[config.mk]
export PLATFORM = sky130hd
export DESIGN_NAME = rx_slide_aligner
export DESIGN_NICKNAME = d
export VERILOG_FILES = /design/src/rtl/align_pkg.sv /design/src/rtl/hdr_match.sv /design/src/rtl/settle_timer.sv /design/src/rtl/align_ctrl.sv /design/src/rtl/rx_slide_aligner.sv
export SDC_FILE = /design/constraint.sdc
export NUM_CORES = 1
export LEC_CHECK = 0
export BUFFER_PORTS_ARGS = -buffer_cell sky130_fd_sc_hd__buf_4
export CORE_MARGIN = 3
export CORE_UTILIZATION = 30
export CTS_CLUSTER_SIZE = 16
export DETAILED_ROUTE_END_ITERATION = 16
export GPL_TIMING_DRIVEN = 0
export PLACE_DENSITY = 0.5
export SLEW_MARGIN = 10
export SYNTH_ARGS = -nofsm -noshare
export SYNTH_HDL_FRONTEND = slang
export SYNTH_SLANG_ARGS = --single-unit
export TNS_END_PERCENT = 100
[constraint.sdc]
create_clock -name clk -period 5.5 [get_ports clk]
set_clock_uncertainty 0.15 [all_clocks]
set_input_delay 1.375 -clock clk [delete_from_list [all_inputs] [get_ports clk]]
set_output_delay 1.375 -clock clk [all_outputs]
set_load 0.05 [all_outputs]
[src/rtl/align_pkg.sv]
package align_pkg;

  typedef enum logic [2:0] {
    ST_WAIT    = 3'd0,
    ST_SETTLE  = 3'd1,
    ST_HUNT    = 3'd2,
    ST_CONFIRM = 3'd3,
    ST_LOCKED  = 3'd4,
    ST_RST_LO  = 3'd5,
    ST_RST_HI  = 3'd6
  } align_state_t;

  localparam logic [1:0] MODE_CLK_SHIFT = 2'd0;
  localparam logic [1:0] MODE_DATA_ONLY = 2'd1;

endpackage

[src/rtl/hdr_match.sv]
module hdr_match #(
  parameter int HDR_W = 4
) (
  input  logic             valid,
  input  logic [HDR_W-1:0] field,
  input  logic [HDR_W-1:0] pattern,
  output logic             hit,
  output logic             miss
);
  logic equal;
  assign equal = (field == pattern);
  assign hit   = valid & equal;
  assign miss  = valid & ~equal;
endmodule

[src/rtl/settle_timer.sv]
module settle_timer #(
  parameter int SET_W = 8
) (
  input  logic             clk,
  input  logic             rst_n,
  input  logic             load,
  input  logic [SET_W-1:0] load_val,
  output logic             expired
);
  logic [SET_W-1:0] remain;

  always_ff @(posedge clk or negedge rst_n) begin
    if (!rst_n)               remain <= '0;
    else if (load)            remain <= load_val;
    else if (remain != '0)    remain <= remain - 1'b1;
  end

  assign expired = (remain == '0);
endmodule

[src/rtl/align_ctrl.sv]
module align_ctrl
  import align_pkg::*;
#(
  parameter int W      = 20,
  parameter int LOCK_N = 3,
  parameter int LOSS_N = 3,
  localparam int SC_W  = $clog2(W),
  localparam int LK_W  = $clog2(LOCK_N + 1),
  localparam int LS_W  = $clog2(LOSS_N + 1)
) (
  input  logic            clk,
  input  logic            rst_n,
  input  logic            hit,
  input  logic            miss,
  input  logic [1:0]      mode,
  input  logic            rst_done,
  input  logic            tmr_expired,
  output logic            tmr_load,
  output logic            slide,
  output logic            rst_req,
  output logic            aligned,
  output logic [SC_W-1:0] ui_offset
);
  align_state_t state, nxt;
  logic [SC_W-1:0] slide_cnt;
  logic [LK_W-1:0] good_cnt;
  logic [LS_W-1:0] bad_cnt;
  logic            slide_q;
  logic            do_slide, good_inc, bad_inc, bad_clr;
  logic            is_clk, is_data, is_fallback;

  assign is_clk      = (mode == MODE_CLK_SHIFT);
  assign is_data     = (mode == MODE_DATA_ONLY);
  assign is_fallback = mode[1];

  always_comb begin
    nxt      = state;
    do_slide = 1'b0;
    tmr_load = 1'b0;
    good_inc = 1'b0;
    bad_inc  = 1'b0;
    bad_clr  = 1'b0;
    case (state)
      ST_WAIT: begin
        if (rst_done) begin
          nxt      = ST_SETTLE;
          tmr_load = 1'b1;
        end
      end
      ST_SETTLE: begin
        if (tmr_expired) nxt = ST_HUNT;
      end
      ST_HUNT: begin
        if (hit) begin
          if (is_clk && slide_cnt[0]) nxt = ST_RST_LO;
          else if (LOCK_N == 1)       nxt = ST_LOCKED;
          else                        nxt = ST_CONFIRM;
        end else if (miss) begin
          if (is_fallback || slide_cnt == SC_W'(W - 1)) begin
            nxt = ST_RST_LO;
          end else begin
            do_slide = 1'b1;
            tmr_load = 1'b1;
            nxt      = ST_SETTLE;
          end
        end
      end
      ST_CONFIRM: begin
        if (hit) begin
          if (good_cnt == LK_W'(LOCK_N - 1)) nxt = ST_LOCKED;
          else                               good_inc = 1'b1;
        end else if (miss) begin
          nxt = ST_HUNT;
        end
      end
      ST_LOCKED: begin
        if (hit) begin
          bad_clr = 1'b1;
        end else if (miss) begin
          if (bad_cnt == LS_W'(LOSS_N - 1)) nxt = ST_RST_LO;
          else                              bad_inc = 1'b1;
        end
      end
      ST_RST_LO: begin
        if (!rst_done) nxt = ST_RST_HI;
      end
      ST_RST_HI: begin
        if (rst_done) begin
          nxt      = ST_SETTLE;
          tmr_load = 1'b1;
        end
      end
      default: nxt = ST_WAIT;
    endcase
  end

  always_ff @(posedge clk or negedge rst_n) begin
    if (!rst_n) begin
      state     <= ST_WAIT;
      slide_q   <= 1'b0;
      slide_cnt <= '0;
      good_cnt  <= '0;
      bad_cnt   <= '0;
    end else begin
      state   <= nxt;
      slide_q <= do_slide;

      if (state == ST_RST_LO || state == ST_RST_HI) slide_cnt <= '0;
      else if (do_slide)                            slide_cnt <= slide_cnt + 1'b1;

      if (state == ST_HUNT) good_cnt <= LK_W'(1);
      else if (good_inc)    good_cnt <= good_cnt + 1'b1;

      if (state != ST_LOCKED || bad_clr) bad_cnt <= '0;
      else if (bad_inc)                  bad_cnt <= bad_cnt + 1'b1;
    end
  end

  assign slide     = slide_q;
  assign rst_req   = (state == ST_RST_LO) || (state == ST_RST_HI);
  assign aligned   = (state == ST_LOCKED);
  assign ui_offset = (aligned && is_data) ? slide_cnt : '0;
endmodule

[src/rtl/rx_slide_aligner.sv]
module rx_slide_aligner #(
  parameter int W      = 20,
  parameter int HDR_W  = 4,
  parameter int SET_W  = 8,
  parameter int LOCK_N = 3,
  parameter int LOSS_N = 3
) (
  input  logic                 clk,
  input  logic                 rst_n,
  input  logic                 rx_valid,
  input  logic [W-1:0]         rx_word,
  input  logic [HDR_W-1:0]     hdr_pattern,
  input  logic [1:0]           mode,
  input  logic [SET_W-1:0]     settle_cycles,
  input  logic                 rst_done,
  output logic                 slide,
  output logic                 rst_req,
  output logic                 aligned,
  output logic [$clog2(W)-1:0] ui_offset
);
  logic hit, miss, tmr_load, tmr_expired;
  logic unused_payload;

  assign unused_payload = ^rx_word[W-HDR_W-1:0];

  hdr_match #(.HDR_W(HDR_W)) u_match (
    .valid   (rx_valid),
    .field   (rx_word[W-1 -: HDR_W]),
    .pattern (hdr_pattern),
    .hit     (hit),
    .miss    (miss)
  );

  settle_timer #(.SET_W(SET_W)) u_timer (
    .clk      (clk),
    .rst_n    (rst_n),
    .load     (tmr_load),
    .load_val (settle_cycles),
    .expired  (tmr_expired)
  );

  align_ctrl #(.W(W), .LOCK_N(LOCK_N), .LOSS_N(LOSS_N)) u_ctrl (
    .clk         (clk),
    .rst_n       (rst_n),
    .hit         (hit),
    .miss        (miss),
    .mode        (mode),
    .rst_done    (rst_done),
    .tmr_expired (tmr_expired),
    .tmr_load    (tmr_load),
    .slide       (slide),
    .rst_req     (rst_req),
    .aligned     (aligned),
    .ui_offset   (ui_offset)
  );
endmodule

Word level (Yosys, flattened, before mapping) --
Index checks and enable logic that the tools add are counted.
Storage, ports and cells: flip-flop bits (word level) 21, output and inout port bits 8, input bits 38, logic and storage cells 87
Cells by class: bitwise gates (word level) 3, equality and inequality tests 21, $add $sub $neg 4, reduce and logical (&&, ||, !) cells 15, mux-type cells 38
Operator list (number):
- 2-to-1 mux 3 bit | 13
- case mux 3 bit (6 select lines) | 1
- 2-to-1 mux 8 bit | 2
- 2-to-1 mux 5 bit | 3
- 2-to-1 mux 1 bit | 14
- inequality test 2 bit, second input constant | 5
- == test 3 bit, second input constant | 3
- inequality test 3 bit, second input constant | 3
- AND reduction 9 bit | 1
- logical NOT 8 bit | 1
- 2-to-1 mux 2 bit | 4
- nonzero test 2 bit | 4
- nonzero test 8 bit | 1
- subtractor 8 x 1 -> 8 bit, second input constant | 1
- == test 3 x 2 -> 1 bit, second input constant | 2
- adder 5 x 1 -> 5 bit, second input constant | 1
- == test 5 bit, second input constant | 1
- adder 2 x 1 -> 2 bit, second input constant | 2
- == test 2 bit, second input constant | 2
- == test 4 bit | 1
- == test 3 x 1 -> 1 bit, second input constant | 1
- logical NOT 3 bit | 1
- logical OR 1 bit | 3
- inequality test 3 x 2 -> 1 bit, second input constant | 1
- 8 further kinds | 10

Depth between registers and ports, before layout --
Gate-level depths: netlist of the first run.
depth after elaboration 8, mapped depth 8, depth with buffers taken out 7

Hierarchy --
Synthesis of the first run repeated with hierarchy kept, for this count alone.
Unflattened totals: cells, all modules 158, area, all modules 1420.1 um^2
Modules (own cells, without submodules):
- align_ctrl | instances 1, cells an instance 97, sequential area each 325.3 um^2, area an instance 883.3 um^2
- settle_timer | instances 1, cells an instance 54, sequential area each 200.2 um^2, area an instance 476.7 um^2
- hdr_match | instances 1, cells an instance 7, sequential area each 0.0 um^2, area an instance 60.1 um^2

Least setup slack after synthesis of the first run --
Ideal clock, no wire load.
path type input port to output port, start in mode[1], end out ui_offset[0], buffers on the path 0, stages on the path 2, setup slack 1.850 ns, arrival 2.125 ns, data required time 3.975 ns, path through nor3b_1 and2_1
Between the ends: longest elaborated chain between the ends 3
RTL lines:
- from (decl) | RTL line rx_slide_aligner.sv:13 | input logic [1:0] mode,
- == test 2 x 1 -> 1 bit | RTL line align_ctrl.sv:33 | assign is_data = (mode == MODE_DATA_ONLY);
- logical AND 1 bit | RTL line align_ctrl.sv:122 | assign ui_offset = (aligned && is_data) ? slide_cnt : '0;
- 2-to-1 mux 5 bit | RTL line align_ctrl.sv:122
- to (decl) | RTL line rx_slide_aligner.sv:19 | output logic [$clog2(W)-1:0] ui_offset
Every way passes these cells.

Worst setup path in the final report of the first run --
start in mode[1], end out ui_offset[3]
The elaborated chain is that of the path after synthesis.

==> metrics.yaml, run 1 <==
outcome: "completed"
cts_tree: "done"
yosys_warnings: 0
crit_path_end_kind: "output port"
max_slew.worst_pin.slew_ns: 0.530
switching_share_pct: 40.4
critical_path_class: "in2out"
synthTopCellsByArea: "dfrtp_1 37%, mux2_2 7.9%, ha_1 4.4%, xnor2_1 4.3%, nand2_1 3.7%"
start_util_pct: 32.0
r2r_cells: 6
fill_cells: 451
grt_start_max_net_pins: 22
syn_area_um2: 1430
ant_nets: 0
top_layer_used: "met4"
clock.fmax_mhz: 265
area_growth_pct: 22.5
place_hpwl_um: 2430
ir_worst_vdd_mv: 0.148
synth_edf_count: 0
cp.required_ns: 3.97
clock-sinks: 21
rsz0062_at_grt: "false"
hold_end: "u_ctrl.good_cnt[1]$_DFFE_PN0P_"
synth_most_common_cell: "dfrtp_1"
num_io_pins: 46
register_area_um2: 526
path_max_fanout: 5
cts_setup_buffers: 0
multi_input_area_um2: 842
wl_met3_um: 176
die_y_um: 75.1
period_needed_ns: 3.77
dieArea_um2: 5640
min_period_over_period_pct: 68.5
cts_buffers: 3
synth_ff_type: "dfrtp_1"
ys_ff_latch: 21
hp-class: "reg2reg"
cts-htree-levels: 1
synth_common_cells: "21 x dfrtp_1, 14 x nand2_1, 10 x inv_1, 10 x mux2_2, 10 x nand3_1"
grt_pass1_vias: 1241
cellPowerDensity_nw_per_um2: 429
async_reset_ff_share_pct: 100
worst-endpoint-arrival_ns: 2.24
dr_total_vias: 1226
dr.first_iter.drc_count: 42
synth_top_cell_by_area: "dfrtp_1"
setup_viol: 0
gp_congestion: 0.793
synthDistinctLibCells: 42
clk_pin_slew_worst_paths_ns: 0.07
intPower_uw: 448
drc: 0
synth_top_area_share_pct: 36.7
antenna_cells: 0
slew_headroom_pct: 64.3
pwr-share-comb_pct: 49.4
core_um2: 4470
syn_avg_cell_area_um2: 9.18
grt_antenna_before_repair: 0
fin_setup_tns_ns: 0
r2r-end: "u_timer.remain[4]$_DFFE_PN0P_"
fp.dieW_um: 75.1
critPathLaunchType: "primary input"
ctsResizeCount: 0
p_leak_uw: 0.000804
fin_nets: 232
synthCells: 156
worstReg2RegStart: "u_ctrl.slide_cnt[0]$_DFFE_PN0P_"
whs_path_depth: 2
ys_seq_area_share_pct: 36.7
drtPass1Iterations: 4
io_buffers: 28
p_sw_uw: 304
syn_nets: 199
layout-drive-gt1-share_pct: 28.2
cts_buffer_depth: 2
clkLatencyLatePin_ns: 0.25
reg2reg_slack_ns: 3.34
avgViaCountPerCell: 5.11
rows: 24
m1WireLength_um: 1360
cts_hold_buf: 0
met2WireLength_um: 1490
grt-ovfl-total: 0
grt_pass1_wl_um: 5290
holdWs_ns: 0.375
seqPwrFrac_pct: 37.6
utilization_pct: 39.2
wire_per_inst_um: 12.6
hold_path_startpoint: "u_ctrl.good_cnt[1]$_DFFE_PN0P_"
wl_um: 3030
root_buffer: "clkbuf_8"
drv_slew: 0
p_clk_share_pct: 13.0
grt_usage_pct: 11.8
cap_violations: 0
hold_viol: 0
-- metal layers --
layer  track usage (%)  up-vias
met5                 0        -
met4              1.19        0
met3              3.07        2
met2              21.5       37
met1              14.4      572
li1                  -      615
-- flip-flops by register name, indices dropped and copies added (netlist names) --
register and count:
u_ctrl.bad_cnt 2, u_ctrl.good_cnt 2, u_ctrl.slide 1, u_ctrl.slide_cnt 5, u_ctrl.state 3, u_timer.remain 8
-- placed cells by master (no fill, tap or decap), drive strengths merged, types with 2 or more instances in the layout --
master / n
buf: 28
dfrtp: 21
nand2: 15
nand3: 11
inv: 10
mux2: 10
clkbuf: 9
nor2: 8
o21ai: 8
xnor2: 7
and2: 6
a21oi: 6
ha: 5
or3: 4
nor3b: 3
xor2: 3
o211ai: 3
nor3: 3
nand4: 3
nor2b: 2
mux2i: 2
or4: 2
a21o: 2
o31ai: 2
or3b: 2
-- worst max-delay path, stage by stage --
cell and delay [ns]:
buf_4 0.13, nor3b_1 0.35, and2_1 0.19, buf_4 0.19
-- power groups by stage --
stage	combinational [µW]	sequential (µW)	clock, µW
after detailed placement	378	282	0
final	371	283	97.7
after global placement	370	285	0
after CTS	377	282	105
after floorplan	299	269	0
after global routing	422	291	113
-- through the flow --
step / instances / total power, µW / setup slack [ns] / area [µm²]
5_1_grt: 240 / 826 / 1.65 / 1750
3_3_place_gp: 236 / 656 / 1.74 / 1710
2_1_floorplan: 156 / 568 / 1.85 / 1430
6_report: 240 / 752 / 1.73 / 1750
4_1_cts: 240 / 763 / 1.72 / 1750
3_5_place_dp: 236 / 660 / 1.73 / 1710
-- cell type report --
| class | count | area share, % |
|---|---|---|
| well taps | 52 | 3.71 |
| plain buffers | 6 | 1.50 |
| flip-flops and latches | 21 | 30.0 |
| clock buffers | 3 | 2.36 |
| inverters | 10 | 2.14 |
| repair buffers | 28 | 12.0 |
| multi-input cells | 119 | 48.0 |
| clock inverters | 1 | 0.286 |
-- worst max path at each step --
stage / from / to / slack, ns / cells after the start
6_report: mode[1] / ui_offset[3] / 1.73 / 4
5_1_grt: mode[1] / ui_offset[3] / 1.65 / 4
4_1_cts: mode[1] / ui_offset[3] / 1.72 / 4
3_5_place_dp: mode[1] / ui_offset[3] / 1.73 / 4
3_3_place_gp: mode[1] / ui_offset[4] / 1.74 / 4
2_1_floorplan: mode[1] / ui_offset[0] / 1.85 / 2
-- cells by family (layout without fill, tap and decap cells) --
group | Yosys count | in the layout | synth area share [%]
AOI/OAI and AO/OA | 27 | 27 | 12.0
xor gates and xnor gates | 10 | 10 | 6.12
adders and majority gates | 5 | 5 | 4.37
buffers and inverters | 16 | 48 | 4.46
DFF | 21 | 21 | 36.7
muxes | 12 | 12 | 9.27
and+or+nand+nor | 65 | 65 | 27.1
Power figures use the tool's default switching activity.
==> run 2: changes to the inputs <==
--- a/config.mk
+++ b/config.mk
@@ -11,7 +11,7 @@
 export CTS_CLUSTER_SIZE = 16
 export DETAILED_ROUTE_END_ITERATION = 16
 export GPL_TIMING_DRIVEN = 0
-export PLACE_DENSITY = 0.5
+export PLACE_DENSITY = 0.52
 export SLEW_MARGIN = 10
 export SYNTH_ARGS = -nofsm -noshare
 export SYNTH_HDL_FRONTEND = slang
==> constraint.sdc (replaced) <==
create_clock -name clk -period 3.45 [get_ports clk]
set_clock_uncertainty 0.15 [all_clocks]
set_input_delay 0.8625 -clock clk [delete_from_list [all_inputs] [get_ports clk]]
set_output_delay 0.8625 -clock clk [all_outputs]
set_load 0.05 [all_outputs]
==> run 2 against run 1 <==
Effect of this change:
- critical path depth is 1 higher
- via count grew 0.82%
- worst hold slack lost 0.055 ns
- global-route usage rose by 0.45 points
- largest power group unchanged
- register-to-register slack got worse by 2.1 ns
==> metrics.yaml, run 2 (synthesized netlist as in run 1, its figures left out) <==
clkLatencyLatePin_ns: 0.26
m1WireLength_um: 1370
critical_path_class: "reg2out"
place_inst: 236
multi_input_area_um2: 842
top_layer_used: "met4"
cap_violations: 0
clock.fmax_mhz: 311
register_area_um2: 526
start_util_pct: 32.0
worstReg2RegStart: "u_timer.remain[2]$_DFFE_PN0P_"
cts-htree-levels: 1
io_buffers: 28
critPathLaunch: "u_ctrl.state[2]$_DFFE_PN0P_"
ctsResizeCount: 0
drv_slew: 0
crit_chain: "clkbuf_1 -> nand2_1 -> nor3b_1 -> and2_1 -> buf_4"
fin_cells: 240
cellPowerDensity_nw_per_um2: 688
cts_hold_buf: 0
cts_buffer_depth: 2
grt_usage_pct: 12.3
grt-ovfl-total: 0
slew_headroom_pct: 61.2
hp-class: "in2async"
ir_worst_vdd_mv: 0.251
largest_register_ffs: 8
cts_tree: "done"
antenna_cells: 0
cts_setup_buffers: 0
setup_viol: 0
avgViaCountPerCell: 5.15
worst-endpoint-arrival_ns: 2.20
wl_um: 3100
period_needed_ns: 3.22
dr_total_vias: 1236
final_cell_mix: "28 x buf_4, 21 x dfrtp_1, 14 x nand2_1"
fin_nets: 232
cts_buffers: 3
dieArea_um2: 5640
gp_congestion: 0.848
clk_pin_slew_worst_paths_ns: 0.07
clock-sinks: 21
largestRegisters: "u_timer.remain: 8 flops, u_ctrl.slide_cnt: 5 flops, u_ctrl.state: 3 flops"
totalPowerFinal_uw: 1210
critPathLaunchType: "flip-flop"
root_buffer: "clkbuf_8"
rows: 24
die_y_um: 75.1
grt_pass1_vias: 1203
area_growth_pct: 22.5
fin_setup_tns_ns: 0
max_slew.worst_pin.slew_ns: 0.577
cp.required_ns: 2.44
drtPass1Iterations: 4
hold_viol: 0
path_max_fanout: 10
regMostFlops: "u_timer.remain"
fp.dieW_um: 75.1
met2WireLength_um: 1580
critical_path.slowest_cell: "nor3b_1"
fill_cells: 441
max_stage_delay_ns: 0.51
wire_per_inst_um: 12.9
grt_antenna_before_repair: 0
core_um2: 4470
drc: 0
grt_pass1_wl_um: 5320
cp_top_family: "simple AND/OR/NAND/NOR gates"
min_period_over_period_pct: 93.2
crit_path_end_kind: "output port"
layout-drive-gt1-share_pct: 28.2
rsz0062_at_grt: "false"
ant_nets: 0
num_io_pins: 46
p_leak_uw: 0.000804
dr.first_iter.drc_count: 29
wl_met3_um: 116
place_hpwl_um: 2470
outcome: "completed"
path_buf_inv: 2
final_common_cell: "buf_4"
grt_start_max_net_pins: 22
run 2: final timing paths:
| path | to | slack, ns | depth (start not counted) |
|---|---|---|---|
| hold reg to reg | u_ctrl.good_cnt[1]$_DFFE_PN0P_ | 0.36 | 2 |
| hold / removal | u_ctrl.slide_cnt[4]$_DFFE_PN0P_ | 0.32 | 1 |
| setup reg to reg | u_timer.remain[7]$_DFFE_PN0P_ | 1.21 | 4 |
| max in group asynchronous | u_timer.remain[6]$_DFFE_PN0P_ | 2.61 | 1 |
| setup / recovery | ui_offset[3] | 0.23 | 5 |
| min in group clk | u_ctrl.good_cnt[1]$_DFFE_PN0P_ | 0.36 | 2 |
run 2: cell type report:
type / count / share of cell area (%)
buffer: 6 / 1.50
clock buffer: 3 / 2.36
clock inverter: 1 / 0.286
inverter: 10 / 2.14
multi-input combinational: 119 / 48.0
sequential: 21 / 30.0
tap: 52 / 3.71
timing repair buffer: 28 / 12.0
run 2: routing by layer:
| layer | GRT usage [%] | vias up |
|---|---|---|
| met5 | 0 | - |
| met4 | 3.56 | 0 |
| met2 | 21.2 | 21 |
| met3 | 2.80 | 5 |
| li1 | - | 617 |
| met1 | 15.2 | 593 |
run 2: power by group:
part / leakage (µW) / switching (µW) / internal, µW
logic: 0.000516 / 308 / 289
clock network: 0.0000255 / 81.3 / 80.6
registers: 0.000262 / 101 / 346
run 2: metrics by stage:
stage          utilization (%)  hold WS (ns)  cell area (µm²)  worst slack (ns)
3_3_place_gp              38.1         0.342             1710             0.594
4_1_cts                   39.2         0.326             1750             0.253
2_1_floorplan                -         0.323             1430             0.818
3_5_place_dp              38.1         0.351             1710             0.567
6_report                  39.2         0.319             1750             0.235
5_1_grt                   39.2         0.331             1750            0.0293
==> run 3: changes to the inputs <==
==> constraint.sdc (replaced) <==
create_clock -name clk -period 2.7 [get_ports clk]
set_clock_uncertainty 0.15 [all_clocks]
set_input_delay 0.675 -clock clk [delete_from_list [all_inputs] [get_ports clk]]
set_output_delay 0.675 -clock clk [all_outputs]
set_load 0.05 [all_outputs]
==> run 3 against run 2 <==
Effect of this change:
- utilization up 0.39 points
- final cell count down 0.83%
- largest power group unchanged
- clock power rose by 28%
==> metrics.yaml, run 3 (synthesized netlist as in run 1, its figures left out) <==
critPathLaunch: "u_ctrl.state[0]$_DFFE_PN0P_"
largestRegisters: "u_timer.remain: 8 flops, u_ctrl.slide_cnt: 5 flops, u_ctrl.state: 3 flops"
avgViaCountPerCell: 5.15
core_um2: 4470
fp.dieW_um: 75.1
final_common_cell: "buf_4"
fin_setup_tns_ns: 0
r2r-end: "u_timer.remain[7]$_DFFE_PN0P_"
cts_buffers: 3
cp.required_ns: 1.88
p_clk_share_pct: 13.5
setup_viol: 0
switching_share_pct: 40.6
p_leak_uw: 0.000811
grt_pass1_wl_um: 5300
drc: 0
num_io_pins: 46
clock.fmax_mhz: 387
root_buffer: "clkbuf_8"
final_cell_mix: "26 x buf_4, 19 x dfrtp_1, 13 x nand2_1"
drtPass1Iterations: 4
pwr-share-comb_pct: 47.4
grt_antenna_before_repair: 0
reg2reg_slack_ns: 0.46
period_needed_ns: 2.59
layout-drive-gt1-share_pct: 31.2
max_slew.worst_pin.slew_ns: 0.574
gp_congestion: 0.848
fill_cells: 435
start_util_pct: 32.0
largest_register_ffs: 8
cellPowerDensity_nw_per_um2: 871
path_max_fanout: 10
grt_start_max_net_pins: 22
p_sw_uw: 625
min_period_over_period_pct: 95.8
worst-endpoint-arrival_ns: 1.76
fin_nets: 230
clkLatencyLatePin_ns: 0.26
outcome: "completed"
critical_path_class: "reg2out"
clock-sinks: 21
seqPwrFrac_pct: 39.1
grt_pass1_vias: 1192
critPathLaunchType: "flip-flop"
hold_viol: 0
worstReg2RegStart: "u_timer.remain[2]$_DFFE_PN0P_"
rsz0062_at_grt: "false"
ant_nets: 0
die_y_um: 75.1
crit_path_end_kind: "output port"
cts-htree-levels: 1
grt-ovfl-total: 0
hp-class: "in2async"
intPower_uw: 916
io_buffers: 28
place_hpwl_um: 2470
antenna_cells: 0
slew_headroom_pct: 61.4
ir_worst_vdd_mv: 0.340
rows: 24
design_area_um2: 1770
dr.first_iter.drc_count: 33
cts_tree: "done"
dpl-instance-area_um2: 1710
utilization_pct: 39.6
r2r_cells: 4
clk_pin_slew_worst_paths_ns: 0.08
area_growth_pct: 23.7
dr_total_vias: 1226
regMostFlops: "u_timer.remain"
totalPowerFinal_uw: 1540
grt_usage_pct: 12.2
cap_violations: 0
drv_slew: 0
dieArea_um2: 5640
wire_per_inst_um: 12.9
wl_um: 3080
cts_buffer_depth: 2
holdWs_ns: 0.129
run 3: worst max-delay path by stage:
stage,end,slack [ns],cells past startpoint
floorplan,ui_offset[0],0.26,4
global placement,ui_offset[4],0.03,5
detailed placement,ui_offset[4],0.004,5
CTS,ui_offset[4],0.008,6
global route,ui_offset[0],0.003,6
finish,ui_offset[3],0.11,6
run 3: per-stage QoR:
stage          cells  setup slack [ns]
4_1_cts          239           0.00797
3_5_place_dp     236           0.00428
6_report         238             0.115
5_1_grt          238           0.00288
3_3_place_gp     236            0.0317
2_1_floorplan    156             0.256
run 3: power by group through the flow:
| stage | Sequential [µW] | Clock, µW | Combinational, µW |
|---|---|---|---|
| 6_report | 603 | 207 | 730 |
| 5_1_grt | 632 | 230 | 838 |
| 4_1_cts | 581 | 217 | 759 |
| 3_5_place_dp | 575 | 0 | 772 |
| 3_3_place_gp | 574 | 0 | 751 |
| 2_1_floorplan | 549 | 0 | 608 |
run 3: layout make-up:
type | count | area, µm² | share of cell area [%]
Buffer | 4 | 20.0 | 1.13
Clock buffer | 3 | 41.3 | 2.33
Clock inverter | 1 | 5.00 | 0.283
Inverter | 10 | 37.5 | 2.12
Multi-Input combinational cell | 119 | 856 | 48.3
Sequential cell | 21 | 528 | 29.8
Tap cell | 52 | 65.1 | 3.67
Timing Repair Buffer | 28 | 218 | 12.3
run 3: critical path, cell delays in order, from the launching register on:
cell and delay (ns):
dfrtp_2 0.44, buf_2 0.18, nor2_1 0.12, nand2_2 0.12, nor3b_4 0.28, and2_1 0.16
buf_4 0.19
run 3: timing repair:
item	4_1_cts	5_1_grt
gates resized for setup	2	8
setup endpoints to repair	5	5
hold buffers	0	0
pin swaps	1	1
buffers inserted	0	0
run 3: metal layers:
layer / GRT usage (%) / vias to the layer above / part of all wire (%)
li1: - / 611 / -
met1: 15.0 / 589 / 43
met2: 21.2 / 21 / 52
met3: 2.80 / 5 / 3.8
met4: 3.56 / 0 / 1.2
met5: 0 / - / 0
